[config.mk]
export PLATFORM = sky130hd
export DESIGN_NAME = sync_field_gen
export DESIGN_NICKNAME = d
export VERILOG_FILES = /design/src/rtl/sfg_pkg.sv /design/src/rtl/sfg_deglitch.sv /design/src/rtl/sfg_timebase.sv /design/src/rtl/sfg_field_win.sv /design/src/rtl/sync_field_gen.sv
export SDC_FILE = /design/constraint.sdc
export NUM_CORES = 1
export LEC_CHECK = 0
export CELL_PAD_IN_SITES_DETAIL_PLACEMENT = 0
export CELL_PAD_IN_SITES_GLOBAL_PLACEMENT = 1
export CORE_MARGIN = 2
export CORE_UTILIZATION = 44
export CTS_CLUSTER_DIAMETER = 150
export DETAILED_ROUTE_END_ITERATION = 7
export PLACE_DENSITY_LB_ADDON = 0.1
export RECOVER_POWER = 50
export SLEW_MARGIN = 10
export SYNTH_ARGS = -nofsm -noshare
export SYNTH_HDL_FRONTEND = slang
export SYNTH_HIERARCHICAL = 1
export SYNTH_SLANG_ARGS = --single-unit
[constraint.sdc]
create_clock -name clk -period 7.2 [get_ports clk]
set_clock_uncertainty 0.2 [all_clocks]
set_input_delay 1.44 -clock clk [delete_from_list [all_inputs] [get_ports clk]]
set_output_delay 1.44 -clock clk [all_outputs]
set_load 0.1 [all_outputs]
[src/rtl/sfg_pkg.sv]
package sfg_pkg;
  typedef enum logic {STD_525 = 1'b0, STD_625 = 1'b1} sfg_std_e;

  // Map a pin level to "asserted" given its polarity (1 = active high).
  function automatic logic sig_act(input logic lvl, input logic pol);
    return pol ? lvl : ~lvl;
  endfunction
endpackage

[src/rtl/sfg_deglitch.sv]
module sfg_deglitch (
  input  logic clk,
  input  logic rst_n,
  input  logic raw_act,
  output logic act,
  output logic rise,
  output logic fall
);
  logic prev_q, state_q, state_d;

  always_ff @(posedge clk or negedge rst_n) begin
    if (!rst_n) begin
      prev_q  <= 1'b0;
      state_q <= 1'b0;
      state_d <= 1'b0;
    end else begin
      prev_q <= raw_act;
      if (raw_act && prev_q)        state_q <= 1'b1;
      else if (!raw_act && !prev_q) state_q <= 1'b0;
      state_d <= state_q;
    end
  end

  assign act  = state_q;
  assign rise = state_q & ~state_d;
  assign fall = ~state_q & state_d;
endmodule

[src/rtl/sfg_timebase.sv]
module sfg_timebase #(
  parameter int L525 = 858,
  parameter int L625 = 864,
  parameter int N525 = 525,
  parameter int N625 = 625,
  parameter int H_W  = 10,
  parameter int HL_W = 11
) (
  input  logic            clk,
  input  logic            rst_n,
  input  logic            std625,
  input  logic            reload_en,
  input  logic [HL_W-1:0] reload_val,
  output logic [H_W-1:0]  h_cnt,
  output logic [HL_W-1:0] hl_cnt
);
  localparam logic [H_W-1:0]  HEND_A  = H_W'(L525 - 1);
  localparam logic [H_W-1:0]  HEND_B  = H_W'(L625 - 1);
  localparam logic [H_W-1:0]  HMID_A  = H_W'(L525 / 2 - 1);
  localparam logic [H_W-1:0]  HMID_B  = H_W'(L625 / 2 - 1);
  localparam logic [HL_W-1:0] HLEND_A = HL_W'(2 * N525 - 1);
  localparam logic [HL_W-1:0] HLEND_B = HL_W'(2 * N625 - 1);

  logic [H_W-1:0]  h_end, h_mid;
  logic [HL_W-1:0] hl_end;
  logic            h_last, half_step;

  always_comb begin
    h_end     = std625 ? HEND_B  : HEND_A;
    h_mid     = std625 ? HMID_B  : HMID_A;
    hl_end    = std625 ? HLEND_B : HLEND_A;
    h_last    = (h_cnt >= h_end);
    half_step = h_last || (h_cnt == h_mid);
  end

  always_ff @(posedge clk or negedge rst_n) begin
    if (!rst_n) begin
      h_cnt  <= '0;
      hl_cnt <= '0;
    end else begin
      h_cnt <= h_last ? '0 : h_cnt + 1'b1;
      if (reload_en)      hl_cnt <= reload_val;
      else if (half_step) hl_cnt <= (hl_cnt >= hl_end) ? '0 : hl_cnt + 1'b1;
    end
  end
endmodule

[src/rtl/sfg_field_win.sv]
module sfg_field_win #(
  parameter int WIN_W = 10
) (
  input  logic             clk,
  input  logic             rst_n,
  input  logic             ref_edge,
  input  logic             hs_rise,
  input  logic [WIN_W-1:0] win_start,
  input  logic [WIN_W-1:0] win_end,
  input  logic             fld_val,
  output logic             field
);
  logic             armed_q;
  logic [WIN_W-1:0] wcnt_q, offset;
  logic             hit;

  always_comb begin
    offset = ref_edge ? '0 : wcnt_q;
    hit    = hs_rise && (ref_edge || armed_q) &&
             (offset >= win_start) && (offset <= win_end);
  end

  always_ff @(posedge clk or negedge rst_n) begin
    if (!rst_n) begin
      armed_q <= 1'b0;
      wcnt_q  <= '0;
      field   <= 1'b0;
    end else begin
      if (ref_edge) begin
        armed_q <= 1'b1;
        wcnt_q  <= WIN_W'(1);
      end else if (armed_q) begin
        if (wcnt_q >= win_end) armed_q <= 1'b0;
        else                   wcnt_q  <= wcnt_q + 1'b1;
      end
      if (hit) field <= fld_val;
    end
  end
endmodule

[src/rtl/sync_field_gen.sv]
module sync_field_gen #(
  parameter int L525     = 858,
  parameter int L625     = 864,
  parameter int N525     = 525,
  parameter int N625     = 625,
  parameter int HS_WIDTH = 63,
  parameter int WIN_W    = 10,
  localparam int H_W     = $clog2((L625 > L525) ? L625 : L525),
  localparam int HL_W    = $clog2(2 * ((N625 > N525) ? N625 : N525))
) (
  input  logic             clk,
  input  logic             rst_n,
  input  logic             cfg_master,
  input  logic             cfg_std625,
  input  logic             cfg_hs_pol,
  input  logic             cfg_vs_pol,
  input  logic             cfg_fld_inv,
  input  logic             cfg_ref_trail,
  input  logic             cfg_fld_val,
  input  logic [WIN_W-1:0] cfg_win_start,
  input  logic [WIN_W-1:0] cfg_win_end,
  input  logic [HL_W-1:0]  cfg_hl_reload,
  input  logic             hs_in,
  input  logic             vs_in,
  output logic             hs_out,
  output logic             vs_out,
  output logic             field_out,
  output logic [HL_W-1:0]  hl_cnt
);
  import sfg_pkg::*;

  localparam logic [HL_W-1:0] HALF_A = HL_W'(N525);
  localparam logic [HL_W-1:0] HALF_B = HL_W'(N625);
  localparam logic [HL_W-1:0] VW_A   = HL_W'(6);
  localparam logic [HL_W-1:0] VW_B   = HL_W'(5);

  sfg_std_e        std;
  logic [H_W-1:0]  h_cnt;
  logic            hs_f, hs_rise, hs_fall;
  logic            vs_f, vs_rise, vs_fall;
  logic            slave, ref_edge, reload_en, fld_slave;
  logic            hs_act, vs_act, fld_act;
  logic [HL_W-1:0] hl_half, vw;

  assign std   = sfg_std_e'(cfg_std625);
  assign slave = ~cfg_master;

  sfg_deglitch u_hs_flt (
    .clk(clk), .rst_n(rst_n), .raw_act(sig_act(hs_in, cfg_hs_pol)),
    .act(hs_f), .rise(hs_rise), .fall(hs_fall));

  sfg_deglitch u_vs_flt (
    .clk(clk), .rst_n(rst_n), .raw_act(sig_act(vs_in, cfg_vs_pol)),
    .act(vs_f), .rise(vs_rise), .fall(vs_fall));

  assign reload_en = slave & vs_rise;
  assign ref_edge  = slave & (cfg_ref_trail ? vs_fall : vs_rise);

  sfg_timebase #(
    .L525(L525), .L625(L625), .N525(N525), .N625(N625),
    .H_W(H_W), .HL_W(HL_W)
  ) u_tb (
    .clk(clk), .rst_n(rst_n), .std625(std == STD_625),
    .reload_en(reload_en), .reload_val(cfg_hl_reload),
    .h_cnt(h_cnt), .hl_cnt(hl_cnt));

  sfg_field_win #(.WIN_W(WIN_W)) u_win (
    .clk(clk), .rst_n(rst_n), .ref_edge(ref_edge),
    .hs_rise(slave & hs_rise), .win_start(cfg_win_start),
    .win_end(cfg_win_end), .fld_val(cfg_fld_val), .field(fld_slave));

  always_comb begin
    hl_half = (std == STD_625) ? HALF_B : HALF_A;
    vw      = (std == STD_625) ? VW_B   : VW_A;
    hs_act  = (h_cnt < H_W'(HS_WIDTH));
    vs_act  = (hl_cnt < vw) || ((hl_cnt >= hl_half) && (hl_cnt < hl_half + vw));
    fld_act = cfg_master ? (hl_cnt >= hl_half) : fld_slave;
  end

  assign hs_out    = cfg_hs_pol ? hs_act : ~hs_act;
  assign vs_out    = cfg_vs_pol ? vs_act : ~vs_act;
  assign field_out = fld_act ^ cfg_fld_inv;
endmodule

==> flow_metrics.env <==
export IMPL_status="finished with violations"
export IMPL_violations="capacitance limit, slew limit"
export IMPL_report_final_slew_viol_count=40
export IMPL_vias=2887
export IMPL_cts_buffer_depth=2
export IMPL_overflow=0
export IMPL_slew_headroom_pct=-41.3
export IMPL_crit_buf_inv=3
export IMPL_fin_cells=522
export IMPL_dr_pass1_iters=4
export IMPL_numPlacedInstances=515
export IMPL_place_congestion=0.770
export IMPL_endpoint_kind="output pin"
export IMPL_multi_input_area_um2=2160
export IMPL_core_um2=7250
export IMPL_syn_cell_area_um2=3310
export IMPL_dp_hpwl_mm=5.79
export IMPL_h_tree_depth=2
export IMPL_cts_resized_gates=0
export IMPL_antenna_found_initial=0
export IMPL_dp_slack_ps=1730
export IMPL_wl_per_cell_um=14.8
export IMPL_avgSynthCellArea_um2=9.02
export IMPL_criticalPathCategory="in -> out"
export IMPL_cp_required_ps=5560
export IMPL_layout_min_cycle_time_ps=5450
export IMPL_power_w=0.00128
export IMPL_area_growth_pct=22.0
export IMPL_syn_inst=367
export IMPL_drive_gt1_share_pct=6.15
export IMPL_reg2reg_setup_slack_ps=4110
export IMPL_worst_pin_slew_ps=2120
export IMPL_crit_chain="clkdlybuf4s50_1 > inv_1 > ha_1 > nand3_1 > nor4_2 > o211ai_1 > a31oi_1 > xor2_1 > buf_4"
export IMPL_post_cts_buffers=0
export IMPL_worstHoldPathType="reg -> reg"
export IMPL_cts_buffers=5
export IMPL_initial_core_util_pct=45.7
export IMPL_fin_crit_sh_pct=75.7
export IMPL_leakage_nw=1.87
export IMPL_portBuffers=55
export IMPL_clockRootBuffer="clkbuf_8"
export IMPL_clk_pin_slew_worst_paths_ps=80
export IMPL_ant_nets=0
export IMPL_dieArea_um2=8240
export IMPL_core_rowCount=31
export IMPL_cp_max_fo=9
export IMPL_synth_warnings=6
export IMPL_first_global_vias=2801
export IMPL_finalWirelength_mm=7.75
export IMPL_critical_path_arrival_ps=3810
export IMPL_grt_util_all_layers_pct=19.4
export IMPL_vdd_drop_max_uv=263
export IMPL_seq_area_um2=976
export IMPL_max_freq_ghz=0.183
export IMPL_die_w_um=90.8
export IMPL_fillers=695
export IMPL_p_per_area_nw_per_um2=318
export IMPL_drv_cap=1
export IMPL_grt_max_degree=40
export IMPL_cts_hold_buffers=0
export IMPL_clk_latency_ps=290
export IMPL_diodes=0
export IMPL_cts_tree="done"
export IMPL_clock_sinks=39
export IMPL_grt_pass1_wl_mm=13.2
export IMPL_die_h_um=90.8
export IMPL_final_hold_violation_count=0
export IMPL_start_kind="input port"
export IMPL_fin_setup_tns_ps=0
export IMPL_slowest_delay_ps=710
export IMPL_dr_first_iter_drc_count=109
export IMPL_syn_nets=457
export IMPL_fin_ws_ps=1750
export IMPL_cp_top_family="buffers and inverters"
export IMPL_drc_errors=0
export IMPL_ios=56
export IMPL_post_drt_via_cell_ratio=5.53
export IMPL_nets=513
export IMPL_slowest_stage="clkdlybuf4s50_1"
export IMPL_rsz0062_at_grt="no"
export IMPL_setup_viol=0
==> cell usage in the layout, fill, tap and decap left out, drive strengths merged, types with 6 or more instances in the layout <==
master	count
clkdlybuf4s50	50
ha	48
dfrtp	39
inv	30
nor2	28
nand3	26
nor2b	17
a21oi	17
nand2	16
xnor2	9
o21ai	9
xor2	8
nor3	8
o22ai	8
nand4	7
a21o	7
and2	7
a221o	7
mux2	7
and3	6
nand2b	6
o211ai	6
clkbuf	6
==> registers in the layout, indices dropped and copies added, names as in the netlist <==
name              cells
u_tb/hl_cnt          11
u_tb/h_cnt           10
u_win/wcnt_q         10
u_hs_flt/act          1
u_hs_flt/prev_q       1
u_hs_flt/state_d      1
u_vs_flt/act          1
u_vs_flt/prev_q       1
u_vs_flt/state_d      1
u_win/armed_q         1
u_win/field           1
==> layer usage <==
metal	up-vias	global-route usage, %	part of all wire (%)
li1	1463	-	-
met1	1340	23.9	45
met2	74	35.0	50
met3	10	3.34	4.1
met4	0	4.87	1.3
met5	-	0	0
==> cell type report <==
class / instances / area share (%)
Sequential cell: 39 / 24.1
Timing Repair Buffer: 58 / 13.9
Clock inverter: 2 / 0.929
Clock buffer: 5 / 1.70
Multi-Input combinational cell: 289 / 53.5
Tap cell: 99 / 3.07
Inverter: 30 / 2.79
==> where the power goes <==
| part | switching, W | internal (W) | leakage, nW |
|---|---|---|---|
| sequential | 0.000127 | 0.000272 | 0.481 |
| combinational | 0.000449 | 0.000254 | 1.34 |
| clock | 0.0000791 | 0.000101 | 0.0502 |
| total | 0.000656 | 0.000627 | 1.87 |
==> final timing paths <==
kind / from / end / cells after the start
worst max-delay path: cfg_std625 / field_out / 9
worst min-delay path: u_hs_flt/act$_DFFE_PN0P_ / u_hs_flt/state_d$_DFF_PN0_ / 0
worst max register to register: u_vs_flt/act$_DFFE_PN0P_ / u_win/field$_DFFE_PN0P_ / 12
worst min register to register: u_hs_flt/act$_DFFE_PN0P_ / u_hs_flt/state_d$_DFF_PN0_ / 0
max in group asynchronous: rst_n / u_vs_flt/prev_q$_DFF_PN0_ / 1
min in group asynchronous: rst_n / u_tb/h_cnt[8]$_DFF_PN0_ / 1
==> metrics by stage <==
step	hold WS (ps)	util, %	instance area [um2]
after CTS	208	55.9	4060
final	196	55.7	4040
after floorplan	167	-	3310
after global routing	232	55.7	4040
after detailed placement	190	54.5	3950
after global placement	180	54.5	3950
==> worst register-to-register path, cell delays in order, from the launching register on <==
cell and delay (ps):
dfrtp_1 410, nor2b_1 160, mux2i_1 120, nor2_1 50, buf_4 200, nor2b_1 240, ha_1 290, a21o_1 190
maj3_1 360, a21oi_1 150, o211ai_1 120, o2111ai_1 120, mux2_2 360
(Power assumes the default switching activity.)
